[config.mk]
export PLATFORM = sky130hd
export DESIGN_NAME = cmd_effects_log
export DESIGN_NICKNAME = d
export VERILOG_FILES = /design/src/rtl/elog_pkg.sv /design/src/rtl/opcode_support.sv /design/src/rtl/elog_scanner.sv /design/src/rtl/elog_ram.sv /design/src/rtl/elog_server.sv /design/src/rtl/cmd_effects_log.sv
export SDC_FILE = /design/constraint.sdc
export NUM_CORES = 1
export LEC_CHECK = 0
export BUFFER_PORTS_ARGS = -buffer_cell sky130_fd_sc_hd__buf_2
export CELL_PAD_IN_SITES_DETAIL_PLACEMENT = 0
export CELL_PAD_IN_SITES_GLOBAL_PLACEMENT = 1
export CORE_ASPECT_RATIO = 0.5
export CORE_MARGIN = 4
export CORE_UTILIZATION = 37
export CTS_BUF_LIST = sky130_fd_sc_hd__clkbuf_8
export DETAILED_ROUTE_END_ITERATION = 10
export HOLD_SLACK_MARGIN = 0.1
export PLACE_DENSITY_LB_ADDON = 0.08
export SLEW_MARGIN = 20
export SYNTH_ARGS = -nofsm -noshare
export SYNTH_HDL_FRONTEND = slang
export SYNTH_HIERARCHICAL = 1
export SYNTH_SLANG_ARGS = --single-unit
[constraint.sdc]
create_clock -name clk -period 13.1 [get_ports clk]
set_input_delay 1.965 -clock clk [delete_from_list [all_inputs] [get_ports clk]]
set_output_delay 1.965 -clock clk [all_outputs]
set_load 0.01 [all_outputs]
[src/rtl/elog_pkg.sv]
package elog_pkg;

  localparam int SET_W   = 8;
  localparam int CMD_W   = 8;
  localparam int OPC_W   = SET_W + CMD_W;
  localparam int EFF_W   = 16;
  localparam int ID_W    = 128;
  localparam int FIELD_W = 32;
  localparam int RC_W    = 8;
  localparam int BYTE_W  = 8;

  // effect mask bits
  localparam logic [EFF_W-1:0] EFF_CFG    = EFF_W'(16'h0002);
  localparam logic [EFF_W-1:0] EFF_DATA   = EFF_W'(16'h0004);
  localparam logic [EFF_W-1:0] EFF_POLICY = EFF_W'(16'h0008);
  localparam logic [EFF_W-1:0] EFF_LOG    = EFF_W'(16'h0010);

  // return codes
  localparam logic [RC_W-1:0] RC_OK         = RC_W'(8'h00);
  localparam logic [RC_W-1:0] RC_BAD_INPUT  = RC_W'(8'h02);
  localparam logic [RC_W-1:0] RC_NO_SUPPORT = RC_W'(8'h03);

  typedef enum logic [1:0] {
    SV_IDLE   = 2'd0,
    SV_STREAM = 2'd1,
    SV_RESP   = 2'd2
  } srv_state_e;

  typedef struct packed {
    logic [EFF_W-1:0] eff;
    logic [OPC_W-1:0] opc;
  } entry_t;

  typedef struct packed {
    logic             hit;
    logic [EFF_W-1:0] eff;
  } lookup_t;

  // support table: which opcodes exist and what they may change
  function automatic lookup_t opc_lookup(logic [OPC_W-1:0] opc);
    lookup_t r;
    r.hit = 1'b1;
    r.eff = '0;
    case (opc)
      OPC_W'(16'h0101): r.eff = EFF_LOG;
      OPC_W'(16'h0103): r.eff = EFF_CFG;
      OPC_W'(16'h0301): r.eff = EFF_POLICY;
      OPC_W'(16'h4103): r.eff = EFF_CFG | EFF_DATA;
      OPC_W'(16'h0100), OPC_W'(16'h0102), OPC_W'(16'h0200),
      OPC_W'(16'h0300), OPC_W'(16'h0400), OPC_W'(16'h0401),
      OPC_W'(16'h4000), OPC_W'(16'h4100), OPC_W'(16'h4102): r.eff = '0;
      default: r.hit = 1'b0;
    endcase
    return r;
  endfunction

  // little-endian lane selection within one entry
  function automatic logic [BYTE_W-1:0] entry_lane(entry_t e, logic [1:0] lane);
    logic [31:0] w;
    w = {e.eff, e.opc};
    return w[lane*BYTE_W +: BYTE_W];
  endfunction

  // bounds test in a sum one bit wider than the fields
  function automatic logic range_exceeds(logic [FIELD_W-1:0] off,
                                         logic [FIELD_W-1:0] len,
                                         logic [FIELD_W:0]   limit);
    logic [FIELD_W:0] sum;
    sum = {1'b0, off} + {1'b0, len};
    return sum > limit;
  endfunction

  function automatic logic [FIELD_W-1:0] log_size_bytes(logic [FIELD_W-1:0] n);
    return n << 2;
  endfunction

endpackage

[src/rtl/opcode_support.sv]
module opcode_support
  import elog_pkg::*;
(
  input  logic [OPC_W-1:0] opc,
  output logic             hit,
  output logic [EFF_W-1:0] eff
);
  lookup_t lk;
  assign lk  = opc_lookup(opc);
  assign hit = lk.hit;
  assign eff = lk.eff;
endmodule

[src/rtl/elog_scanner.sv]
module elog_scanner
  import elog_pkg::*;
#(
  parameter  int MAX_ENTRIES = 16,
  localparam int CNT_W = $clog2(MAX_ENTRIES + 1),
  localparam int IDX_W = $clog2(MAX_ENTRIES)
) (
  input  logic             clk,
  input  logic             rst_n,
  output logic             done,
  output logic             wr_en,
  output logic [IDX_W-1:0] wr_idx,
  output entry_t           wr_entry,
  output logic [CNT_W-1:0] count
);
  logic [OPC_W-1:0] scan_opc;
  logic [OPC_W-1:0] last_opc;
  logic             hit;
  logic [EFF_W-1:0] eff;
  logic             scan_last;

  opcode_support u_support (
    .opc (scan_opc),
    .hit (hit),
    .eff (eff)
  );

  assign scan_last    = (scan_opc == '1);
  assign wr_en        = !done && hit && (count < CNT_W'(MAX_ENTRIES));
  assign wr_idx       = IDX_W'(count);
  assign wr_entry.opc = scan_opc;
  assign wr_entry.eff = eff;

  always_ff @(posedge clk or negedge rst_n) begin
    if (!rst_n) begin
      scan_opc <= '0;
      last_opc <= '0;
      count    <= '0;
      done     <= 1'b0;
    end else if (!done) begin
      if (wr_en) begin
        count    <= count + 1'b1;
        last_opc <= scan_opc;
      end
      if (scan_last) done <= 1'b1;
      else           scan_opc <= scan_opc + 1'b1;
    end
  end

  AST_READY_STICKY: assert property (@(posedge clk) disable iff (!rst_n) done |=> done);
  AST_NO_OVERFLOW: assert property (@(posedge clk) disable iff (!rst_n) 32'(count) <= MAX_ENTRIES);
  AST_ASCENDING: assert property (@(posedge clk) disable iff (!rst_n) (wr_en && count != '0) |-> (scan_opc > last_opc));
  AST_COUNT_FROZEN: assert property (@(posedge clk) disable iff (!rst_n) done |=> $stable(count));

endmodule

[src/rtl/elog_ram.sv]
module elog_ram
  import elog_pkg::*;
#(
  parameter  int MAX_ENTRIES   = 16,
  parameter  int PAYLOAD_BYTES = 64,
  localparam int CNT_W = $clog2(MAX_ENTRIES + 1),
  localparam int IDX_W = $clog2(MAX_ENTRIES),
  localparam int PTR_W = $clog2(PAYLOAD_BYTES + 1)
) (
  input  logic              clk,
  input  logic              wr_en,
  input  logic [IDX_W-1:0]  wr_idx,
  input  entry_t            wr_entry,
  input  logic [CNT_W-1:0]  count,
  input  logic [PTR_W-1:0]  byte_addr,
  output logic [BYTE_W-1:0] rd_byte
);
  entry_t mem [MAX_ENTRIES];

  logic [PTR_W-3:0] ent_sel;
  logic [1:0]       lane_sel;
  logic             in_log;

  always_ff @(posedge clk) begin
    if (wr_en) mem[wr_idx] <= wr_entry;
  end

  assign ent_sel  = byte_addr[PTR_W-1:2];
  assign lane_sel = byte_addr[1:0];
  assign in_log   = (32'(ent_sel) < 32'(count));
  assign rd_byte  = in_log ? entry_lane(mem[IDX_W'(ent_sel)], lane_sel) : '0;

endmodule

[src/rtl/elog_server.sv]
module elog_server
  import elog_pkg::*;
#(
  parameter  int MAX_ENTRIES   = 16,
  parameter  int PAYLOAD_BYTES = 64,
  localparam int CNT_W = $clog2(MAX_ENTRIES + 1),
  localparam int PTR_W = $clog2(PAYLOAD_BYTES + 1)
) (
  input  logic               clk,
  input  logic               rst_n,
  input  logic               init_done,
  input  logic [CNT_W-1:0]   count,
  input  logic [ID_W-1:0]    log_id,
  input  logic               q_valid,
  input  logic               q_kind,
  input  logic [ID_W-1:0]    q_id,
  input  logic [FIELD_W-1:0] q_offset,
  input  logic [FIELD_W-1:0] q_length,
  output logic               q_ready,
  output logic               rsp_valid,
  output logic [RC_W-1:0]    rsp_code,
  output logic [FIELD_W-1:0] rsp_value,
  output logic               dat_valid,
  output logic [PTR_W-1:0]   byte_addr,
  input  logic [BYTE_W-1:0]  rd_byte,
  output logic [BYTE_W-1:0]  dat_byte
);
  srv_state_e         st;
  logic [PTR_W-1:0]   ptr;
  logic [FIELD_W-1:0] rem;
  logic [FIELD_W-1:0] len_q;
  logic [RC_W-1:0]    code_q;
  logic [FIELD_W-1:0] value_q;

  // named events
  logic acc;
  logic acc_size;
  logic acc_get;
  logic bound_bad;
  logic id_bad;
  logic stream_last;

  assign q_ready     = init_done && (st == SV_IDLE);
  assign acc         = q_valid && q_ready;
  assign acc_size    = acc && !q_kind;
  assign acc_get     = acc && q_kind;
  assign bound_bad   = range_exceeds(q_offset, q_length, (FIELD_W+1)'(PAYLOAD_BYTES));
  assign id_bad      = (q_id != log_id);
  assign stream_last = (rem == FIELD_W'(1));

  always_ff @(posedge clk or negedge rst_n) begin
    if (!rst_n) begin
      st      <= SV_IDLE;
      ptr     <= '0;
      rem     <= '0;
      len_q   <= '0;
      code_q  <= RC_OK;
      value_q <= '0;
    end else begin
      case (st)
        SV_IDLE: begin
          if (acc_size) begin
            code_q  <= RC_OK;
            value_q <= log_size_bytes(FIELD_W'(count));
            st      <= SV_RESP;
          end else if (acc_get) begin
            if (bound_bad) begin
              code_q  <= RC_BAD_INPUT;
              value_q <= '0;
              st      <= SV_RESP;
            end else if (id_bad) begin
              code_q  <= RC_NO_SUPPORT;
              value_q <= '0;
              st      <= SV_RESP;
            end else if (q_length == '0) begin
              code_q  <= RC_OK;
              value_q <= '0;
              st      <= SV_RESP;
            end else begin
              ptr   <= PTR_W'(q_offset);
              rem   <= q_length;
              len_q <= q_length;
              st    <= SV_STREAM;
            end
          end
        end
        SV_STREAM: begin
          ptr <= ptr + 1'b1;
          rem <= rem - 1'b1;
          if (stream_last) begin
            code_q  <= RC_OK;
            value_q <= len_q;
            st      <= SV_RESP;
          end
        end
        SV_RESP: st <= SV_IDLE;
        default: st <= SV_IDLE;
      endcase
    end
  end

  assign dat_valid = (st == SV_STREAM);
  assign byte_addr = ptr;
  assign dat_byte  = rd_byte;
  assign rsp_valid = (st == SV_RESP);
  assign rsp_code  = code_q;
  assign rsp_value = value_q;

  AST_STALL_WHILE_INIT: assert property (@(posedge clk) disable iff (!rst_n) !init_done |-> !q_ready);
  AST_BOUND_BEFORE_ID: assert property (@(posedge clk) disable iff (!rst_n) (acc_get && bound_bad) |=> (rsp_valid && rsp_code == RC_BAD_INPUT));
  AST_ID_REJECT: assert property (@(posedge clk) disable iff (!rst_n) (acc_get && !bound_bad && id_bad) |=> (rsp_valid && rsp_code == RC_NO_SUPPORT));
  AST_DATA_RSP_EXCL: assert property (@(posedge clk) disable iff (!rst_n) !(dat_valid && rsp_valid));
  AST_RSP_PULSE: assert property (@(posedge clk) disable iff (!rst_n) rsp_valid |=> !rsp_valid);
  AST_STREAM_IN_BUF: assert property (@(posedge clk) disable iff (!rst_n) dat_valid |-> (32'(byte_addr) < PAYLOAD_BYTES));

endmodule

[src/rtl/cmd_effects_log.sv]
module cmd_effects_log
  import elog_pkg::*;
#(
  parameter int MAX_ENTRIES   = 16,
  parameter int PAYLOAD_BYTES = 64
) (
  input  logic               clk,
  input  logic               rst_n,
  input  logic [ID_W-1:0]    log_id,
  input  logic               q_valid,
  input  logic               q_kind,
  input  logic [ID_W-1:0]    q_id,
  input  logic [FIELD_W-1:0] q_offset,
  input  logic [FIELD_W-1:0] q_length,
  output logic               q_ready,
  output logic               ready,
  output logic               rsp_valid,
  output logic [RC_W-1:0]    rsp_code,
  output logic [FIELD_W-1:0] rsp_value,
  output logic               dat_valid,
  output logic [BYTE_W-1:0]  dat_byte
);
  localparam int CNT_W = $clog2(MAX_ENTRIES + 1);
  localparam int IDX_W = $clog2(MAX_ENTRIES);
  localparam int PTR_W = $clog2(PAYLOAD_BYTES + 1);

  logic              init_done;
  logic              wr_en;
  logic [IDX_W-1:0]  wr_idx;
  entry_t            wr_entry;
  logic [CNT_W-1:0]  count;
  logic [PTR_W-1:0]  byte_addr;
  logic [BYTE_W-1:0] rd_byte;

  elog_scanner #(.MAX_ENTRIES(MAX_ENTRIES)) u_scan (
    .clk      (clk),
    .rst_n    (rst_n),
    .done     (init_done),
    .wr_en    (wr_en),
    .wr_idx   (wr_idx),
    .wr_entry (wr_entry),
    .count    (count)
  );

  elog_ram #(.MAX_ENTRIES(MAX_ENTRIES), .PAYLOAD_BYTES(PAYLOAD_BYTES)) u_ram (
    .clk       (clk),
    .wr_en     (wr_en),
    .wr_idx    (wr_idx),
    .wr_entry  (wr_entry),
    .count     (count),
    .byte_addr (byte_addr),
    .rd_byte   (rd_byte)
  );

  elog_server #(.MAX_ENTRIES(MAX_ENTRIES), .PAYLOAD_BYTES(PAYLOAD_BYTES)) u_srv (
    .clk       (clk),
    .rst_n     (rst_n),
    .init_done (init_done),
    .count     (count),
    .log_id    (log_id),
    .q_valid   (q_valid),
    .q_kind    (q_kind),
    .q_id      (q_id),
    .q_offset  (q_offset),
    .q_length  (q_length),
    .q_ready   (q_ready),
    .rsp_valid (rsp_valid),
    .rsp_code  (rsp_code),
    .rsp_value (rsp_value),
    .dat_valid (dat_valid),
    .byte_addr (byte_addr),
    .rd_byte   (rd_byte),
    .dat_byte  (dat_byte)
  );

  assign ready = init_done;

endmodule

==> flow_metrics.env <==
export IMPL_status="complete, no violations"
export IMPL_grt_pass1_wl_mm=130.6
export IMPL_yosys_area_top_type="edfxtp_1"
export IMPL_drc=0
export IMPL_syn_area_per_cell_sq_um=15.06
export IMPL_clkTransAtPathRegs_ps=60
export IMPL_layout_common_cells="edfxtp_1 (512), buf_2 (368), mux4_2 (129)"
export IMPL_via_per_inst=5.479
export IMPL_synth_seq_area_share_pct=63.02
export IMPL_rows=72
export IMPL_cap_violations=0
export IMPL_pwr_share_comb_pct=6.1
export IMPL_instances_no_fill=3471
export IMPL_finalHoldViolations=0
export IMPL_startpoint_type="flip-flop"
export IMPL_placed_cells=3303
export IMPL_drv_slew=0
export IMPL_die_x_microns=407.5
export IMPL_ios=376
export IMPL_crit_chain="ha_1, a211o_1, a31oi_2, o21ai_1, o211ai_1, buf_2"
export IMPL_hold_start="u_srv/len_q[3]"
export IMPL_coreArea_sq_um=78200
export IMPL_slew_headroom_pct=30.53
export IMPL_dr_first_iter_drc_count=1673
export IMPL_antenna_found_initial=9
export IMPL_power_w=0.003942
export IMPL_postRouteAntennaNets=0
export IMPL_clock_latency_ps=690
export IMPL_worst_pin_slew_ps=1042
export IMPL_cts_buffers=94
export IMPL_crit_path_end_kind="output port"
export IMPL_p_sw_share_pct=22.85
export IMPL_crit_fanout=28
export IMPL_synth_ff_type="edfxtp_1"
export IMPL_hold_buffers=0
export IMPL_internal_power_w=0.003041
export IMPL_vias=19020
export IMPL_gp_congestion=0.8327
export IMPL_fmax_ghz=0.1666
export IMPL_num_antenna_cells=0
export IMPL_path_buf_inv=1
export IMPL_ys_warn_count=6
export IMPL_cts_repair_resized=0
export IMPL_synth_area_sq_um=29520
export IMPL_crit_family="compound AO/OA/AOI/OAI gates"
export IMPL_post_drt_wl_per_cell_microns=25.63
export IMPL_rsz0062_at_grt="false"
export IMPL_synthDistinctLibCells=91
export IMPL_dieArea_sq_um=84640
export IMPL_overflow=0
export IMPL_period_share_pct=45.83
export IMPL_crit_start="u_srv/byte_addr[3]"
export IMPL_power_switching_w=0.0009009
export IMPL_io_buffers=369
export IMPL_nets=2729
export IMPL_r2r_start="u_scan/scan_opc[9]"
export IMPL_p_leak_nw=12.23
export IMPL_path_class="reg -> out"
export IMPL_synth_edff_count=512
export IMPL_synthArstFlopShare_pct=20.12
export IMPL_pwr_share_clk_pct=38.5
export IMPL_dp_hpwl_mm=58.07
export IMPL_required_ps=11140
export IMPL_drive_gt1_share_pct=29.98
export IMPL_final_common_cell="edfxtp_1"
export IMPL_cts_sinks=641
export IMPL_period_needed_ps=6003
export IMPL_r2r_slack_ps=8600
export IMPL_ir_drop_v=0.00007123
export IMPL_finClkSkew_ps=28.71
export IMPL_cpPeakStageDelay_ps=830
export IMPL_cts_buffer_depth=3
export IMPL_wirelength_mm=88.95
export IMPL_firstDrtPassIters=5
export IMPL_h_tree_depth=3
export IMPL_grt_usage_pct=20.58
export IMPL_setup_violations=0
export IMPL_slowest_stage="a31oi_2"
export IMPL_grt_pass1_vias=19650
export IMPL_ys_seq_elements=641
export IMPL_netlist_instances=1960
export IMPL_post_cts_buffers=0
export IMPL_p_seq_share_pct=55.4
export IMPL_cts_tree="built"
export IMPL_grt_max_degree=97
export IMPL_initial_core_util_pct=37.75
export IMPL_setup_tns_ps=0
export IMPL_synth_top_area_share_pct=52.08
export IMPL_hold_path_class="reg -> reg"
export IMPL_cts_root_buffer="clkbuf_8"
export IMPL_netlist_top_cells_area="edfxtp_1 (52%), dfrtp_1 (11%), mux4_2 (9.8%)"
export IMPL_die_h_microns=207.7
export IMPL_crit_arrival_ps=4040
export IMPL_syn_to_final_growth_pct=15.86
export IMPL_power_density_nw_per_um2=115.3
-- power groups by stage --
stage	registers (W)	clock network (W)	logic [W]
final	0.00218	0.00152	0.000241
after global routing	0.00218	0.00167	0.000266
after global placement	0.00223	0	0.000239
after detailed placement	0.00223	0	0.000237
after CTS	0.00218	0.00157	0.000238
after floorplan	0.00223	0	0.000130
-- sequential cells by signal, summed over array words and instances (netlist names) --
| signal | flops |
|---|---|
| u_srv/len_q | 32 |
| u_scan/scan_opc | 16 |
| u_scan/done | 1 |
| u_ram/mem | 512 |
| u_srv/rem | 32 |
| u_scan/count | 5 |
| u_srv/rsp_value | 32 |
| u_srv/byte_addr | 7 |
| u_srv/rsp_code | 2 |
| u_srv/st | 2 |
-- worst paths after layout --
path / end / cells past startpoint
max in group asynchronous: u_srv/byte_addr[3] / 2
min in group asynchronous: u_scan/scan_opc[10] / 1
worst min-delay path: u_srv/len_q[3] / 2
worst max-delay path: dat_byte[0] / 6
worst min register to register: u_srv/len_q[3] / 2
worst max register to register: u_ram/mem[15][31] / 7
-- layer usage --
layer  global-route usage (%)  vias to the layer above  wire, microns
met2                    32.55                      541          41340
met5                        0                        -            110
met3                    3.672                      110           4951
li1                         -                     8576              -
met1                    29.98                     9773          41190
met4                    4.057                       16           1356
-- area by class of cell --
class / count / area (sq um)
sequential: 641 / 18610
multi-input combinational: 1172 / 10230
clock buffer: 106 / 1459
inverter: 47 / 176.4
clock inverter: 62 / 289.0
fill: 7155 / 43990
tap: 1036 / 1296
timing repair buffer: 407 / 2142
-- synthesized netlist by cell type, types with 9 or more instances --
cell / count
nor2_1: 67
inv_1: 47
mux2_2: 9
mux4_2: 129
nor4_1: 41
buf_2: 27
nand2b_1: 9
o211a_1: 9
and3_1: 15
or3_1: 10
a21oi_1: 62
o211ai_1: 39
a22o_1: 36
edfxtp_1: 512
dfrtp_1: 129
o22ai_1: 17
a21o_1: 19
nand3_1: 42
mux2_4: 9
o21ai_0: 38
and4_1: 10
clkbuf_1: 36
nor3_1: 22
buf_4: 40
nand4_1: 52
nor2b_1: 9
buf_6: 11
nand2_1: 128
xor2_1: 88
ha_1: 41
xnor2_1: 45
a22oi_1: 60
mux2i_1: 10
-- worst reg2reg max path, cell delays in order (launching register included) --
cell and delay [ps]:
dfrtp_1 860, xnor2_1 130, or4_1 410, a31oi_1 390, nor3b_2 600, nand3_1 430, nor2_4 720, buf_4 570
-- metrics by stage --
step | util, % | worst slack (ps) | hold slack, ps | instance area [sq um]
2_1_floorplan | - | 7960 | 439.1 | 29580
3_3_place_gp | 41.50 | 6467 | 451.3 | 32450
3_5_place_dp | 41.50 | 6472 | 457.9 | 32450
4_1_cts | 43.73 | 6885 | 472.2 | 34200
5_1_grt | 43.74 | 6780 | 486.9 | 34200
6_report | 43.74 | 7097 | 469.6 | 34200
-- cells by family after synthesis --
logic type               synth area share (%)
buffers and inverters                   2.975
AO/OA/AOI/OAI                           8.875
AND/OR/NAND/NOR                         8.222
adder cells (fa/ha/maj)                 1.806
flip-flops                              63.02
other                                 0.02544
multiplexers                            11.13
XOR/XNOR                                3.946
Note: power is estimated with default switching activity, not from simulation.
